`src/rtl/flash_rw_pkg.sv`:
```
package flash_rw_pkg;

    typedef enum logic [1:0] {
        CMD_NONE   = 2'd0,
        CMD_PROG   = 2'd1,
        CMD_ERASE  = 2'd2,
        CMD_RDSTAT = 2'd3
    } cmd_e;

    typedef enum logic [1:0] {
        OP_IDLE  = 2'd0,
        OP_PROG  = 2'd1,
        OP_ERASE = 2'd2
    } op_e;

    // bit0 rewrite enable, bit1 mode, bit2 suspend enable, bit3 suspend request
    typedef struct packed {
        logic susp_req;
        logic susp_en;
        logic mode1;
        logic rw_en;
    } ctrl_t;

    typedef struct packed {
        logic stat_sel;
        logic rd_en;
        logic ready;
    } stat_t;

    function automatic logic [7:0] pack_ctrl(ctrl_t c);
        return {4'b0000, c};
    endfunction

    function automatic logic [7:0] pack_stat(stat_t s);
        return {5'b00000, s};
    endfunction

    function automatic int cnt_width(int maxv);
        return (maxv < 2) ? 1 : $clog2(maxv + 1);
    endfunction

endpackage

```
`src/rtl/frw_ctrl_regs.sv`:
```
module frw_ctrl_regs
    import flash_rw_pkg::*;
(
    input  logic  clk,
    input  logic  rst,
    input  logic  we,
    input  ctrl_t wdata,
    input  logic  ready,
    output logic  rw_en,
    output logic  mode1,
    output logic  susp_en
);

    always_ff @(posedge clk) begin
        if (rst) begin
            rw_en   <= 1'b0;
            mode1   <= 1'b0;
            susp_en <= 1'b0;
        end else if (we) begin
            susp_en <= wdata.susp_en;
            // enable sets freely; clearing waits for an idle engine
            if (wdata.rw_en)
                rw_en <= 1'b1;
            else if (ready)
                rw_en <= 1'b0;
            // mode 1 needs the enable bit already set
            if (!wdata.mode1)
                mode1 <= 1'b0;
            else if (rw_en)
                mode1 <= 1'b1;
        end
    end

endmodule

```
`src/rtl/frw_engine.sv`:
```
module frw_engine
    import flash_rw_pkg::*;
#(
    parameter int PROG_CYC  = 12,
    parameter int ERASE_CYC = 40,
    parameter int CW        = 6
)(
    input  logic          clk,
    input  logic          rst,
    input  logic          cmd_valid,
    input  logic [1:0]    cmd_code,
    input  logic          rw_en,
    input  logic          mode1,
    input  logic          pause,
    output op_e           op,
    output logic [CW-1:0] remain,
    output logic          finishing,
    output logic          erase_start,
    output logic          stat_sel
);

    logic accept, prog_start, rdstat_take, run;

    always_comb begin
        accept      = cmd_valid && rw_en && (op == OP_IDLE);
        prog_start  = accept && (cmd_code == CMD_PROG);
        erase_start = accept && (cmd_code == CMD_ERASE);
        rdstat_take = accept && (cmd_code == CMD_RDSTAT) && !mode1;
        run         = (op != OP_IDLE) && !pause;
        finishing   = run && (remain == CW'(1));
    end

    always_ff @(posedge clk) begin
        if (rst) begin
            op       <= OP_IDLE;
            remain   <= '0;
            stat_sel <= 1'b0;
        end else begin
            if (prog_start) begin
                op       <= OP_PROG;
                remain   <= CW'(PROG_CYC);
                stat_sel <= 1'b0;
            end else if (erase_start) begin
                op       <= OP_ERASE;
                remain   <= CW'(ERASE_CYC);
                stat_sel <= 1'b0;
            end else if (finishing) begin
                op     <= OP_IDLE;
                remain <= '0;
            end else if (run) begin
                remain <= remain - CW'(1);
            end
            if (rdstat_take)
                stat_sel <= 1'b1;
        end
    end

endmodule

```
`src/rtl/frw_susp.sv`:
```
module frw_susp #(
    parameter int SUSP_LAT = 6,
    parameter int LW       = 3
)(
    input  logic clk,
    input  logic rst,
    input  logic erase_start,
    input  logic susp_en,
    input  logic erase_active,
    input  logic finishing,
    input  logic mode1,
    input  logic irq_req,
    input  logic we,
    input  logic wr_req,
    output logic susp_req
);

    logic          armed;
    logic [LW-1:0] lat;
    logic          can_take, irq_take;

    always_comb begin
        can_take = armed && erase_active && !finishing;
        irq_take = can_take && mode1 && (lat == '0) && !susp_req && irq_req;
    end

    always_ff @(posedge clk) begin
        if (rst) begin
            armed <= 1'b0;
            lat   <= '0;
        end else begin
            if (erase_start)
                armed <= susp_en;
            else if (!erase_active)
                armed <= 1'b0;
            if (erase_start)
                lat <= LW'(SUSP_LAT);
            else if (lat != '0)
                lat <= lat - LW'(1);
        end
    end

    always_ff @(posedge clk) begin
        if (rst)
            susp_req <= 1'b0;
        else if (erase_start)
            susp_req <= 1'b0;
        else if (irq_take)
            susp_req <= 1'b1;
        else if (we)
            susp_req <= wr_req && can_take;
    end

endmodule

```
`src/rtl/flash_rw_ctrl.sv`:
```
module flash_rw_ctrl
    import flash_rw_pkg::*;
#(
    parameter int PROG_CYC  = 12,
    parameter int ERASE_CYC = 40,
    parameter int SUSP_LAT  = 6
)(
    input  logic       clk,
    input  logic       rst,
    input  logic       ctrl_we,
    input  logic [7:0] ctrl_wdata,
    input  logic       rd_sel,
    output logic [7:0] reg_rdata,
    input  logic       cmd_valid,
    input  logic [1:0] cmd_code,
    input  logic       irq_req,
    output logic       flash_ready,
    output logic       array_rd_en,
    output logic       stat_path_sel
);

    localparam int MAXC = (PROG_CYC > ERASE_CYC) ? PROG_CYC : ERASE_CYC;
    localparam int CW   = cnt_width(MAXC);
    localparam int LW   = cnt_width(SUSP_LAT);

    ctrl_t         wr_fields;
    logic          rw_en, mode1, susp_en, susp_req;
    op_e           op;
    logic [CW-1:0] remain;
    logic          finishing, erase_start, stat_sel;
    ctrl_t         ctrl_view;
    stat_t         stat_view;

    assign wr_fields = ctrl_t'(ctrl_wdata[3:0]);

    frw_ctrl_regs u_regs (
        .clk     (clk),
        .rst     (rst),
        .we      (ctrl_we),
        .wdata   (wr_fields),
        .ready   (flash_ready),
        .rw_en   (rw_en),
        .mode1   (mode1),
        .susp_en (susp_en)
    );

    frw_engine #(
        .PROG_CYC  (PROG_CYC),
        .ERASE_CYC (ERASE_CYC),
        .CW        (CW)
    ) u_engine (
        .clk         (clk),
        .rst         (rst),
        .cmd_valid   (cmd_valid),
        .cmd_code    (cmd_code),
        .rw_en       (rw_en),
        .mode1       (mode1),
        .pause       (susp_req),
        .op          (op),
        .remain      (remain),
        .finishing   (finishing),
        .erase_start (erase_start),
        .stat_sel    (stat_sel)
    );

    frw_susp #(
        .SUSP_LAT (SUSP_LAT),
        .LW       (LW)
    ) u_susp (
        .clk          (clk),
        .rst          (rst),
        .erase_start  (erase_start),
        .susp_en      (susp_en),
        .erase_active (op == OP_ERASE),
        .finishing    (finishing),
        .mode1        (mode1),
        .irq_req      (irq_req),
        .we           (ctrl_we),
        .wr_req       (wr_fields.susp_req),
        .susp_req     (susp_req)
    );

    always_comb begin
        flash_ready   = (op == OP_IDLE);
        array_rd_en   = flash_ready || susp_req;
        stat_path_sel = stat_sel;
        ctrl_view     = '{susp_req: susp_req, susp_en: susp_en, mode1: mode1, rw_en: rw_en};
        stat_view     = '{stat_sel: stat_sel, rd_en: array_rd_en, ready: flash_ready};
        reg_rdata     = rd_sel ? pack_stat(stat_view) : pack_ctrl(ctrl_view);
    end

endmodule

```
`config.mk`:
```
export PLATFORM = sky130hd
export DESIGN_NAME = flash_rw_ctrl
export DESIGN_NICKNAME = d
export VERILOG_FILES = /design/src/rtl/flash_rw_pkg.sv /design/src/rtl/frw_ctrl_regs.sv /design/src/rtl/frw_engine.sv /design/src/rtl/frw_susp.sv /design/src/rtl/flash_rw_ctrl.sv
export SDC_FILE = /design/constraint.sdc
export NUM_CORES = 1
export LEC_CHECK = 0
export BUFFER_PORTS_ARGS = -buffer_cell sky130_fd_sc_hd__clkbuf_2
export CORE_MARGIN = 1.5
export CORE_UTILIZATION = 28
export CTS_CLUSTER_DIAMETER = 60
export DETAILED_ROUTE_END_ITERATION = 16
export GPL_TIMING_DRIVEN = 0
export PLACE_DENSITY = 0.6
export SYNTH_ARGS = -nofsm -noshare
export SYNTH_HDL_FRONTEND = slang
export SYNTH_HIERARCHICAL = 1
export SYNTH_SLANG_ARGS = --single-unit
```
`constraint.sdc`:
```
create_clock -name clk -period 1.6 [get_ports clk]
set_clock_uncertainty 0.15 [all_clocks]
set_input_delay 0.08 -clock clk [delete_from_list [all_inputs] [get_ports clk]]
set_output_delay 0.08 -clock clk [all_outputs]
set_load 0.02 [all_outputs]
```
# Word-level counts from Yosys, hierarchy flattened
# Index checks and enable logic that the tools add are counted.
# totals
register_bits	17
out_inout_bits	11
elab_cells	79
# classes
n_addsub	2
n_eq_ne	7
muxes	21
n_reduce_logical	36
# ops
cell	n
two-way mux 6 bit	3
logical AND 1 bit	15
two-way mux 1 bit	12
nonzero test 3 bit	4
nonzero test 2 bit	5
two-way mux 4 bit	2
== test 2 bit, second input constant	3
== test 6 x 1 -> 1 bit, second input constant	1
two-way mux 3 bit	2
subtractor 6 x 1 -> 6 bit, second input constant	1
two-way mux 2 bit	2
AND reduction 2 bit	2
nonzero test 4 bit	1
OR reduction 2 bit	2
OR reduction 4 bit	1
logical NOT 1 bit	3
logical NOT 3 bit	1
subtractor 3 x 1 -> 3 bit, second input constant	1
== test 2 x 1 -> 1 bit, second input constant	1
logical NOT 2 bit	1
inequality test 2 x 1 -> 1 bit, second input constant	1
inequality test 2 bit, second input constant	1
logical OR 1 bit	1

# Longest topological paths before layout
# depth
depth_word	10
mapped_depth	7
depth_no_buf	7

# Hierarchy
# Netlist, hierarchy kept.
# by_module_without_submodules
mod	instances	cells_per_inst	area_per_inst_um2	seq_area_each_um2
frw_engine	1	54	481.7	180.2
frw_susp	1	27	247.7	100.1
frw_ctrl_regs	1	11	117.6	60.1
flash_rw_ctrl	1	13	101.3	0.0

# Worst setup path before layout
# No wires, ideal clock.
# synth_path
path_kind	reg2reg
start	reg u_engine.op[1]
end	reg u_susp.susp_req
arrival_ns	1.533
required_time_ns	1.376
path_slack_ns	-0.157
path_stages_with_launch	6
path_buffers	0
period_less_slack_ns	1.757
cell_sequence	dfxtp_1 and4bb_4 nand3b_1 inv_1 or4_1 o21ai_0
# synth_rtl
element	line_no	source
from (decl)	frw_engine.sv:15	output op_e op,
from (signal assigned)	frw_engine.sv:35	op <= OP_IDLE;
from (signal assigned)	frw_engine.sv:40	op <= OP_PROG;
from (signal assigned)	frw_engine.sv:44	op <= OP_ERASE;
logical NOT 2 bit	frw_engine.sv:25	accept = cmd_valid && rw_en && (op == OP_IDLE);
logical AND 1 bit	frw_engine.sv:25	
logical AND 1 bit	frw_engine.sv:27	erase_start = accept && (cmd_code == CMD_ERASE);
via erase_start	flash_rw_ctrl.sv:30	logic finishing, erase_start, stat_sel;
OR reduction 2 bit (no source line)	--	
to (signal assigned)	frw_susp.sv:51	susp_req <= wr_req && can_take;
to (decl)	frw_susp.sv:15	output logic susp_req
# The timed path passes the listed nets, and every way through them passes these cells. The select of a mux whose other input is x is not followed.
# A chain may end at the register's enable or synchronous reset.

# Worst setup path after layout
# layout_path
start	reg u_engine.op[0]
end	reg u_susp.susp_req
# Same word-level chain as after synthesis.

==> impl_metrics.ini <==
[final_layout]
post-route-cell-area_sq_um = 1360
antennaDiodeCount = 0
design.final.nets = 168
drive_above_1_share_pct = 44.9
area_growth_syn_to_layout_pct = 43.8

[flow_run]
max-cap-violations = 0

[detailed_routing]
viasPerCell = 4.65
detail_routed_net_length_per_standard_cell_um = 11.7
drtPass1Iterations = 4
drt_wl_total_mm = 2.24
drt_iter0_drc = 6
detail_route.drc_violations = 0
dr_total_vias = 888
ant_nets = 0

[pwr]
peakVddDrop_mv = 0.489
design_power_total_mw = 0.883
power_density_nw_per_um2 = 648
power_leakage_nw = 0.562

[global_route]
largest_net_degree_at_the_start_of_global_routing = 16
grt_overflow = 0
wire_length_of_the_first_global_routing_pass_mm = 3.55
antenna_found_initial = 0
first_global_vias = 854
grt.total_usage_pct = 12.7

[floorplanning]
floorplan.die.width_um = 61.2
fp.coreArea_sq_um = 3130
io_pins = 27
floorplan.initialDensity_pct = 30.3
die_h_um = 61.2
placement_row_count = 20
floorplan.die_area_sq_um = 3750

[clocking]
cts.root.buffer_cell = sky130_fd_sc_hd__clkbuf_4
clk-insertion-delay-late_ns = 0.28
cts_tree = yes
cts_sinks = 17
clockBufferDepth = 2
cts_max_level = 1
total_cts_buffers = 3
clk_pin_slew_worst_paths_ns = 0.10

[run_status]
status = complete, but fails checks
failed_checks = setup timing

[placed_design]
dp_worst_setup_slack_ns = -0.244
detailed_place.area_sq_um = 1120
sum_of_net_half_perimeters_after_detailed_placement_mm = 1.42
globalplace.congestion = 0.701
numPortBuffers = 18

[synthesis]
synth_top_cell_area_share_pct = 35.9
synth.cell_area_sq_um = 948
netlist_instances = 105
synth_top_cells_by_area = sky130_fd_sc_hd__dfxtp_1 36%, sky130_fd_sc_hd__ha_1 5.3%, sky130_fd_sc_hd__a21oi_1 4.2%
synth-seq-area-share_pct = 35.9
postSynthRegisterBits = 17
yosys_warnings = 6
post_synth_num_cell_types = 43
synthDominantAreaCellType = sky130_fd_sc_hd__dfxtp_1
syn_area_per_cell_sq_um = 9.03

[critical_path]
setup.worst_path.start_class = register
cp_num_buf_inv = 1
end_kind = register
critPathRequiredTime_ns = 1.67
worst_path_largest_cell_delay_ns = 0.52
worstSetupPathType = register to register
critical_path.cell_chain = and4bb_4 -> nand3b_1 -> inv_2 -> or4_1 -> o21ai_1
timing.critical_path.max_delay_family = simple AND/OR/NAND/NOR gates
timing.critical_path.fanout_max = 4
worst-endpoint-arrival_ns = 1.75
critical-path-slowest-cell = sky130_fd_sc_hd__or4_1

[timing]
max_freq_mhz = 593
fin_crit_ns = 1.69
hold_violations = 0
rsz0062_at_grt = yes
timing.final.max_slew_violations = 0
timing.final.crit_share_pct = 105
setup_viol_count_final = 3
worst_slack_ns = -0.0872

[worst_hold_path]
timing.hold.worst.class = input pin to register
[final cells by class]
type / count / area [sq um]
buffer: 4 / 30.0
clock buffer: 4 / 26.3
fill: 306 / 1760
inverter: 7 / 27.5
multi-input combinational: 80 / 627
sequential: 17 / 359
tap: 44 / 55.1
timing repair buffer: 35 / 239
[cells by family after synthesis]
logic type                 after synthesis  synth area share (%)
buffers and inverters                   11                  5.94
muxes                                    5                  5.54
adders and majority gates                4                  5.28
and+or+nand+nor                         41                  27.7
xor gates and xnor gates                 3                  2.77
AOI/OAI and AO/OA                       23                  16.5
other                                    1                 0.395
DFF                                     17                  35.9
[through the flow]
| stage | std cells | hold WS (ns) | util (%) | setup TNS, ns |
|---|---|---|---|---|
| after CTS | 188 | 0.00385 | 41.8 | -0.201 |
| after detailed placement | 170 | 0.174 | 35.7 | -0.447 |
| after global placement | 170 | 0.166 | 35.7 | -0.387 |
| after floorplan | 108 | -0.00835 | - | -0.0933 |
| final | 191 | 0.00587 | 43.6 | -0.210 |
| after global routing | 191 | 0.0233 | 43.6 | -0.682 |
[placed cells by master (no fill, tap or decap), drive strengths merged, types with 3 or more instances in the layout]
cell type / count
clkbuf: 22
dfxtp: 17
buf: 14
a21oi: 9
dlygate4sd3: 7
nand2: 7
nor2: 7
inv: 6
o21ai: 5
conb: 4
ha: 4
nand3b: 3
nor2b: 3
mux2i: 3
or4: 3
nor3: 3
[worst reg2reg max path, cell delays in order, from the launching register on]
cell and delay [ns]:
sky130_fd_sc_hd__dfxtp_4 0.39, sky130_fd_sc_hd__and4bb_4 0.24, sky130_fd_sc_hd__nand3b_1 0.13, sky130_fd_sc_hd__inv_2 0.06, sky130_fd_sc_hd__or4_1 0.52, sky130_fd_sc_hd__o21ai_1 0.12
[cells in the mapped netlist (all sizes together)]
cell type	n
o21ai	5
buf	4
xor2	2
and4bb	1
and4b	1
ha	4
or4b	1
nand2	7
a31oi	1
nor4b	2
nand4b	1
a21boi	1
mux2	2
xnor2	1
a21oi	9
inv	6
or3	2
dfxtp	17
o211ai	1
a41oi	1
o22a	1
nand3b	3
o21ba	1
nor2b	3
conb	1
a21bo	1
or2	2
nand2b	2
nand3	1
and2b	2
nor2	7
o21bai	1
nor3	3
mux2i	3
clkinv	1
a211oi	1
or4	3
[layer usage]
metal	global-route usage [%]	up-vias	wire length [um]	part of all wire, %
met5	0	-	0	0
met4	6.21	0	26	1.2
met3	1.89	4	88	3.9
met2	22.6	23	1150	51
met1	14.6	409	973	43
li1	-	452	-	-
[sequential cells by signal (all words and copies together), names as in the netlist]
name               cells
u_susp/armed           1
u_regs/susp_en         1
u_engine/remain        6
u_susp/susp_req        1
u_engine/stat_sel      1
u_regs/rw_en           1
u_engine/op            2
u_regs/mode1           1
u_susp/lat             3
[timing repair]
| item | CTS | global route |
|---|---|---|
| setup buffers | 7 | 3 |
| cloned | 0 | 0 |
| hold buffers | 7 | 0 |
| pin swaps | 9 | 5 |
| endpoints found under the setup margin | 7 | 12 |
| resized for setup | 11 | 10 |
| hold endpoints to repair | 5 | 0 |
[report_power, final]
part / internal, mW / switching (mW)
Combinational: 0.103 / 0.0919
Clock: 0.0967 / 0.131
Sequential: 0.439 / 0.0218
[path summary, 6_finish.rpt]
| kind | start | endpoint | slack [ns] | depth (start not counted) |
|---|---|---|---|---|
| worst max-delay path | u_engine/op[0] | u_susp/susp_req | -0.09 | 5 |
| worst min-delay path | rst | u_regs/rw_en | 0.006 | 2 |
| worst max register to register | u_engine/op[0] | u_susp/susp_req | -0.09 | 5 |
| worst min register to register | u_engine/stat_sel | u_engine/stat_sel | 0.37 | 2 |
No activity file was read; power rests on OpenSTA's default activity.
